<file path="config.mk">
export PLATFORM = sky130hd
export DESIGN_NAME = dphy_hs_rx_lane_ctrl
export DESIGN_NICKNAME = d
export VERILOG_FILES = /design/src/rtl/dphy_rx_pkg.sv /design/src/rtl/dphy_phase_timer.sv /design/src/rtl/dphy_activity_mon.sv /design/src/rtl/dphy_lane_fsm.sv /design/src/rtl/dphy_hs_rx_lane_ctrl.sv
export SDC_FILE = /design/constraint.sdc
export NUM_CORES = 1
export LEC_CHECK = 0
export BUFFER_PORTS_ARGS = -buffer_cell sky130_fd_sc_hd__buf_2
export CORE_UTILIZATION = 50
export CTS_CLUSTER_DIAMETER = 40
export DETAILED_ROUTE_END_ITERATION = 12
export PLACE_DENSITY = 0.73
export SLEW_MARGIN = 20
export SYNTH_ARGS = -nofsm -noshare
export SYNTH_HDL_FRONTEND = slang
export SYNTH_SLANG_ARGS = --single-unit
</file>
<file path="constraint.sdc">
create_clock -name clk -period 3.9 [get_ports clk]
set_input_delay 0.585 -clock clk [delete_from_list [all_inputs] [get_ports clk]]
set_output_delay 0.585 -clock clk [all_outputs]
set_load 0.02 [all_outputs]
</file>
<file path="src/rtl/dphy_rx_pkg.sv">
package dphy_rx_pkg;

  typedef enum logic [2:0] {
    ST_STOP,   // LP-11 idle
    ST_REQ,    // LP-01 request seen
    ST_PREP,   // LP-00 prepare, timers running
    ST_HS,     // receive window open
    ST_SKIP,   // burst over, termination held
    ST_QUIET   // wait for LP-11
  } lane_st_t;

  localparam logic [1:0] LP_STOP = 2'b11;
  localparam logic [1:0] LP_REQ  = 2'b01;
  localparam logic [1:0] LP_PREP = 2'b00;
  localparam logic [1:0] LP_ESC  = 2'b10;

endpackage

</file>
<file path="src/rtl/dphy_phase_timer.sv">
module dphy_phase_timer #(
  parameter int CNT_W = 16
) (
  input  logic             clk,
  input  logic             rst,
  input  logic             run,
  output logic [CNT_W-1:0] elapsed
);

  localparam logic [CNT_W-1:0] SAT = {CNT_W{1'b1}};

  always_ff @(posedge clk) begin
    if (rst || !run) begin
      elapsed <= '0;
    end else if (elapsed != SAT) begin
      elapsed <= elapsed + 1'b1;
    end
  end

endmodule

</file>
<file path="src/rtl/dphy_activity_mon.sv">
module dphy_activity_mon #(
  parameter int CNT_W = 16
) (
  input  logic             clk,
  input  logic             rst,
  input  logic             watch,
  input  logic             hs_activity,
  input  logic [CNT_W-1:0] cfg_miss_cycles,
  output logic             timeout
);

  localparam logic [CNT_W-1:0] SAT = {CNT_W{1'b1}};

  logic [CNT_W-1:0] gap;

  always_ff @(posedge clk) begin
    if (rst || !watch || hs_activity) begin
      gap <= '0;
    end else if (gap != SAT) begin
      gap <= gap + 1'b1;
    end
  end

  assign timeout = watch && !hs_activity && (gap >= cfg_miss_cycles);

endmodule

</file>
<file path="src/rtl/dphy_lane_fsm.sv">
module dphy_lane_fsm
  import dphy_rx_pkg::*;
#(
  parameter int CNT_W = 16
) (
  input  logic             clk,
  input  logic             rst,
  input  logic [1:0]       lp_state,
  input  logic             burst_end,
  input  logic             clk_timeout,
  input  logic [CNT_W-1:0] prep_elapsed,
  input  logic [CNT_W-1:0] skip_elapsed,
  input  logic [CNT_W-1:0] cfg_term_cycles,
  input  logic [CNT_W-1:0] cfg_settle_cycles,
  input  logic [CNT_W-1:0] cfg_skip_cycles,
  output lane_st_t         state,
  output logic             term_en,
  output logic             rx_valid,
  output logic             clk_lost
);

  logic settle_due;
  logic term_due;
  logic skip_due;

  assign settle_due = prep_elapsed >= cfg_settle_cycles;
  assign term_due   = (prep_elapsed >= cfg_term_cycles) || settle_due;
  assign skip_due   = skip_elapsed >= cfg_skip_cycles;

  always_ff @(posedge clk) begin
    if (rst || lp_state == LP_STOP) begin
      state    <= ST_STOP;
      term_en  <= 1'b0;
      rx_valid <= 1'b0;
      clk_lost <= 1'b0;
    end else begin
      case (state)
        ST_STOP: begin
          if (lp_state == LP_REQ) state <= ST_REQ;
        end
        ST_REQ: begin
          if (lp_state == LP_PREP)     state <= ST_PREP;
          else if (lp_state != LP_REQ) state <= ST_STOP;
        end
        ST_PREP: begin
          if (term_due) term_en <= 1'b1;
          if (settle_due) begin
            state    <= ST_HS;
            rx_valid <= 1'b1;
          end
        end
        ST_HS: begin
          if (clk_timeout) begin
            state    <= ST_QUIET;
            rx_valid <= 1'b0;
            term_en  <= 1'b0;
            clk_lost <= 1'b1;
          end else if (burst_end) begin
            state    <= ST_SKIP;
            rx_valid <= 1'b0;
          end
        end
        ST_SKIP: begin
          if (skip_due) begin
            state   <= ST_QUIET;
            term_en <= 1'b0;
          end
        end
        default: begin
          state <= ST_QUIET;
        end
      endcase
    end
  end

endmodule

</file>
<file path="src/rtl/dphy_hs_rx_lane_ctrl.sv">
module dphy_hs_rx_lane_ctrl
  import dphy_rx_pkg::*;
#(
  parameter int CNT_W         = 16,
  parameter bit IS_CLOCK_LANE = 1'b1
) (
  input  logic             clk,
  input  logic             rst,
  input  logic [1:0]       lp_state,
  input  logic             hs_activity,
  input  logic             burst_end,
  input  logic [CNT_W-1:0] cfg_term_cycles,
  input  logic [CNT_W-1:0] cfg_settle_cycles,
  input  logic [CNT_W-1:0] cfg_skip_cycles,
  input  logic [CNT_W-1:0] cfg_miss_cycles,
  output logic             term_en,
  output logic             rx_valid,
  output logic             clk_lost
);

  lane_st_t         state;
  logic [CNT_W-1:0] prep_elapsed;
  logic [CNT_W-1:0] skip_elapsed;
  logic             clk_timeout;

  dphy_phase_timer #(.CNT_W(CNT_W)) u_prep_timer (
    .clk     (clk),
    .rst     (rst),
    .run     (state == ST_PREP),
    .elapsed (prep_elapsed)
  );

  dphy_phase_timer #(.CNT_W(CNT_W)) u_skip_timer (
    .clk     (clk),
    .rst     (rst),
    .run     (state == ST_SKIP),
    .elapsed (skip_elapsed)
  );

  generate
    if (IS_CLOCK_LANE) begin : g_clk_mon
      dphy_activity_mon #(.CNT_W(CNT_W)) u_act_mon (
        .clk             (clk),
        .rst             (rst),
        .watch           (state == ST_HS),
        .hs_activity     (hs_activity),
        .cfg_miss_cycles (cfg_miss_cycles),
        .timeout         (clk_timeout)
      );
    end else begin : g_no_mon
      assign clk_timeout = 1'b0;
    end
  endgenerate

  dphy_lane_fsm #(.CNT_W(CNT_W)) u_fsm (
    .clk               (clk),
    .rst               (rst),
    .lp_state          (lp_state),
    .burst_end         (burst_end),
    .clk_timeout       (clk_timeout),
    .prep_elapsed      (prep_elapsed),
    .skip_elapsed      (skip_elapsed),
    .cfg_term_cycles   (cfg_term_cycles),
    .cfg_settle_cycles (cfg_settle_cycles),
    .cfg_skip_cycles   (cfg_skip_cycles),
    .state             (state),
    .term_en           (term_en),
    .rx_valid          (rx_valid),
    .clk_lost          (clk_lost)
  );

endmodule

</file>
==> flow_summary.ini <==
[status]
status = finished, final reports clean

[route]
vias_per_cell = 5.45
vias = 3719
wl_per_cell_um = 13.3
first_pass_iters = 4
antenna_left = 0
drc = 0
drt_iter0_drc = 175
wirelength_um = 9070

[clocking]
cts-root-buf = clkbuf_8
post_cts_resized = 0
cts_sinks = 54
postCtsSetupBuffers = 0
cts_buffers = 5
htreeDepth = 2
tritoncts = yes
clkTransAtPathRegs_ns = 0.10
clockBufferDepth = 2
cts_hold_buf = 0
clk_latency_ns = 0.32

[power]
pwr_density_cell_mw_per_mm2 = 213
seq_power_share_pct = 55.5
p_leak_nw = 2.27
internal-power_uw = 750
pwr-share-comb_pct = 10.8
p_sw_uw = 248
switching_share_pct = 24.8
vdd_ir_drop_max_v = 0.000136
clkPwrFrac_pct = 33.7
power_uw = 998

[floorplan]
die_h_um = 92.9
die_area_mm2 = 0.00864
rows = 32
io_pins = 73
dieWidth_um = 92.9
core_mm2 = 0.00785
start_util_pct = 52.7

[logic_synthesis]
yosysWarnings = 0
synth_edf_count = 0
synth-main-ff-cell = dfxtp_1
ys_types = 51
ys_async_sr_fraction_pct = 0
syn_area_mm2 = 0.00414
synthCells = 509
ys_seq_area_share_pct = 26.1
synth_fp_nets = 646
syn_area_per_cell_um2 = 8.12
ys_seq_elements = 54

[global_route]
grt_max_degree = 17
gr-total-overflow = 0
antenna_found_initial = 0
grt_first_pass_wirelength_um = 15700
grtUsageTotal_pct = 22.2
grt_pass1_vias = 3589

[sta]
hold_viol = 0
rsz0062_at_grt = false
tightest_slew_ns = 0.629
max_freq_mhz = 391
fin_crit_sh_pct = 65.6
skew_ns = 0.0105
setup_viol = 0
min_period_ns = 2.56
setup_tns_ns = 0
slew_headroom_pct = 58.1
maxSlewViolCount = 0

[final_layout]
final_cell_mix = 74 x inv_1, 72 x buf_2, 67 x ha_1, 54 x dfxtp_1, 51 x nor2_1
fill_cells = 734
layout-drive-gt1-share_pct = 15.8
nets = 717
final_common_cell = inv_1
antenna_cells = 0
syn_to_final_growth_pct = 13.2

[worst_setup_path]
worstPathCellList = inv_1 > ha_1 > nand2b_1 > a2111oi_0 > o31ai_1 > a211oi_2 > a21oi_1 > a221oi_2
crit_arrival_ns = 2.79
worstPathMaxFanout = 6
max_stage_delay_ns = 0.52
cp-end-kind = flop
critPathKind = reg -> reg
critPathBufInv = 1
crit_required_ns = 4.13
critPathTopFamily = compound AO/OA/AOI/OAI gates
slowest_stage = a2111oi_0
start_kind = flop

[placed_design]
io_buffers = 72
hpwl_um = 7260
gp_congestion = 0.794

[flow_run]
maxCapViolCount = 0

[min_path]
hp-class = reg -> reg
==> worst reg2reg max path: cells and delay by family, from the launching register on <==
family                   cells  cell delay, ns
AO/OA/AOI/OAI                5            1.58
adder cells (fa/ha/maj)      1            0.26
AND/OR/NAND/NOR              1            0.13
buffers and inverters        1            0.09
flip-flops                   1            0.41
==> final timing paths <==
path | start | endpoint | slack, ns | cells after the start
worst max register to register | u_prep_timer.elapsed[0]$_SDFFE_PP0P_ | u_fsm.term_en$_SDFFE_PP0P_ | 1.34 | 8
worst max-delay path | u_prep_timer.elapsed[0]$_SDFFE_PP0P_ | u_fsm.term_en$_SDFFE_PP0P_ | 1.34 | 8
worst min register to register | u_fsm.rx_valid$_SDFFE_PP0P_ | u_fsm.rx_valid$_SDFFE_PP0P_ | 0.50 | 2
worst min-delay path | u_fsm.rx_valid$_SDFFE_PP0P_ | u_fsm.rx_valid$_SDFFE_PP0P_ | 0.50 | 2
==> kinds of logic (layout without fill, tap and decap cells) <==
family | Yosys count | in the layout | share of synthesized area (%)
and+or+nand+nor | 171 | 171 | 22.4
AOI/OAI and AO/OA | 98 | 98 | 15.6
buffers and inverters | 82 | 154 | 7.62
adders and majority gates | 67 | 67 | 20.3
DFF | 54 | 54 | 26.1
xor gates and xnor gates | 33 | 33 | 6.99
muxes | 4 | 4 | 0.968
==> sequential cells by signal, indices dropped and copies added (netlist names) <==
name                     flops
g_clk_mon.u_act_mon.gap     16
u_prep_timer.elapsed        16
u_skip_timer.elapsed        16
u_fsm.state                  3
u_fsm.clk_lost               1
u_fsm.rx_valid               1
u_fsm.term_en                1
==> layer usage <==
| metal | vias up | wire length [um] | track usage, % |
|---|---|---|---|
| met4 | 0 | 111 | 5.64 |
| li1 | 1943 | - | - |
| met3 | 10 | 314 | 2.87 |
| met5 | - | 0 | 0 |
| met1 | 1700 | 4280 | 27.3 |
| met2 | 66 | 4360 | 40.4 |
==> cells in the mapped netlist (2+ instances only) <==
cell	instances	area share, %
o21ai_0	13	1.6
nand4_1	19	2.9
o21a_1	5	0.91
nor3b_1	4	0.73
a31o_2	2	0.42
a211oi_1	12	2.2
nand2_1	24	2.2
nor2b_1	3	0.45
dfxtp_1	54	26
a2111oi_0	2	0.42
and3_1	10	1.5
or3_1	6	0.91
and2_1	3	0.45
ha_1	67	20
clkbuf_1	7	0.64
nor3_1	9	1.1
nand2b_1	4	0.61
a31oi_1	4	0.61
a21o_1	10	1.8
mux2i_1	4	0.97
or4_4	2	0.54
inv_1	74	6.7
a21oi_1	33	4.0
nand3_1	16	1.9
o31ai_1	2	0.36
o211ai_1	3	0.54
xnor2_1	18	3.8
o32ai_1	2	0.42
nor4_1	6	0.91
and4_1	4	0.85
o211a_1	2	0.48
xor2_1	15	3.2
or2_2	2	0.30
nor2_1	51	4.6
==> final cells by class <==
class	instances	area (um^2)	area share [%]
multi-input cells	373	2740	58.5
inverters	74	278	5.93
clock buffers	6	82.6	1.76
well taps	102	128	2.73
flip-flops and latches	54	1080	23.1
repair buffers	72	360	7.70
clock inverters	2	12.5	0.267
==> power by group through the flow <==
stage,clock (mW),sequential [mW],combinational [mW]
floorplan,0,0.567,0.0576
global placement,0,0.567,0.102
detailed placement,0,0.567,0.107
CTS,0.342,0.554,0.108
global route,0.366,0.555,0.124
finish,0.337,0.554,0.107
==> metrics by stage <==
stage	hold WS (ns)	cells	setup WS, ns	util, %	cell area, um^2
2_1_floorplan	0.480	509	1.64	-	4140
3_3_place_gp	0.477	675	1.24	58.4	4590
3_5_place_dp	0.485	675	1.11	58.4	4590
4_1_cts	0.499	683	1.31	59.6	4680
5_1_grt	0.511	683	1.10	59.6	4680
6_report	0.499	683	1.34	59.6	4680
Power figures use the tool's default switching activity.
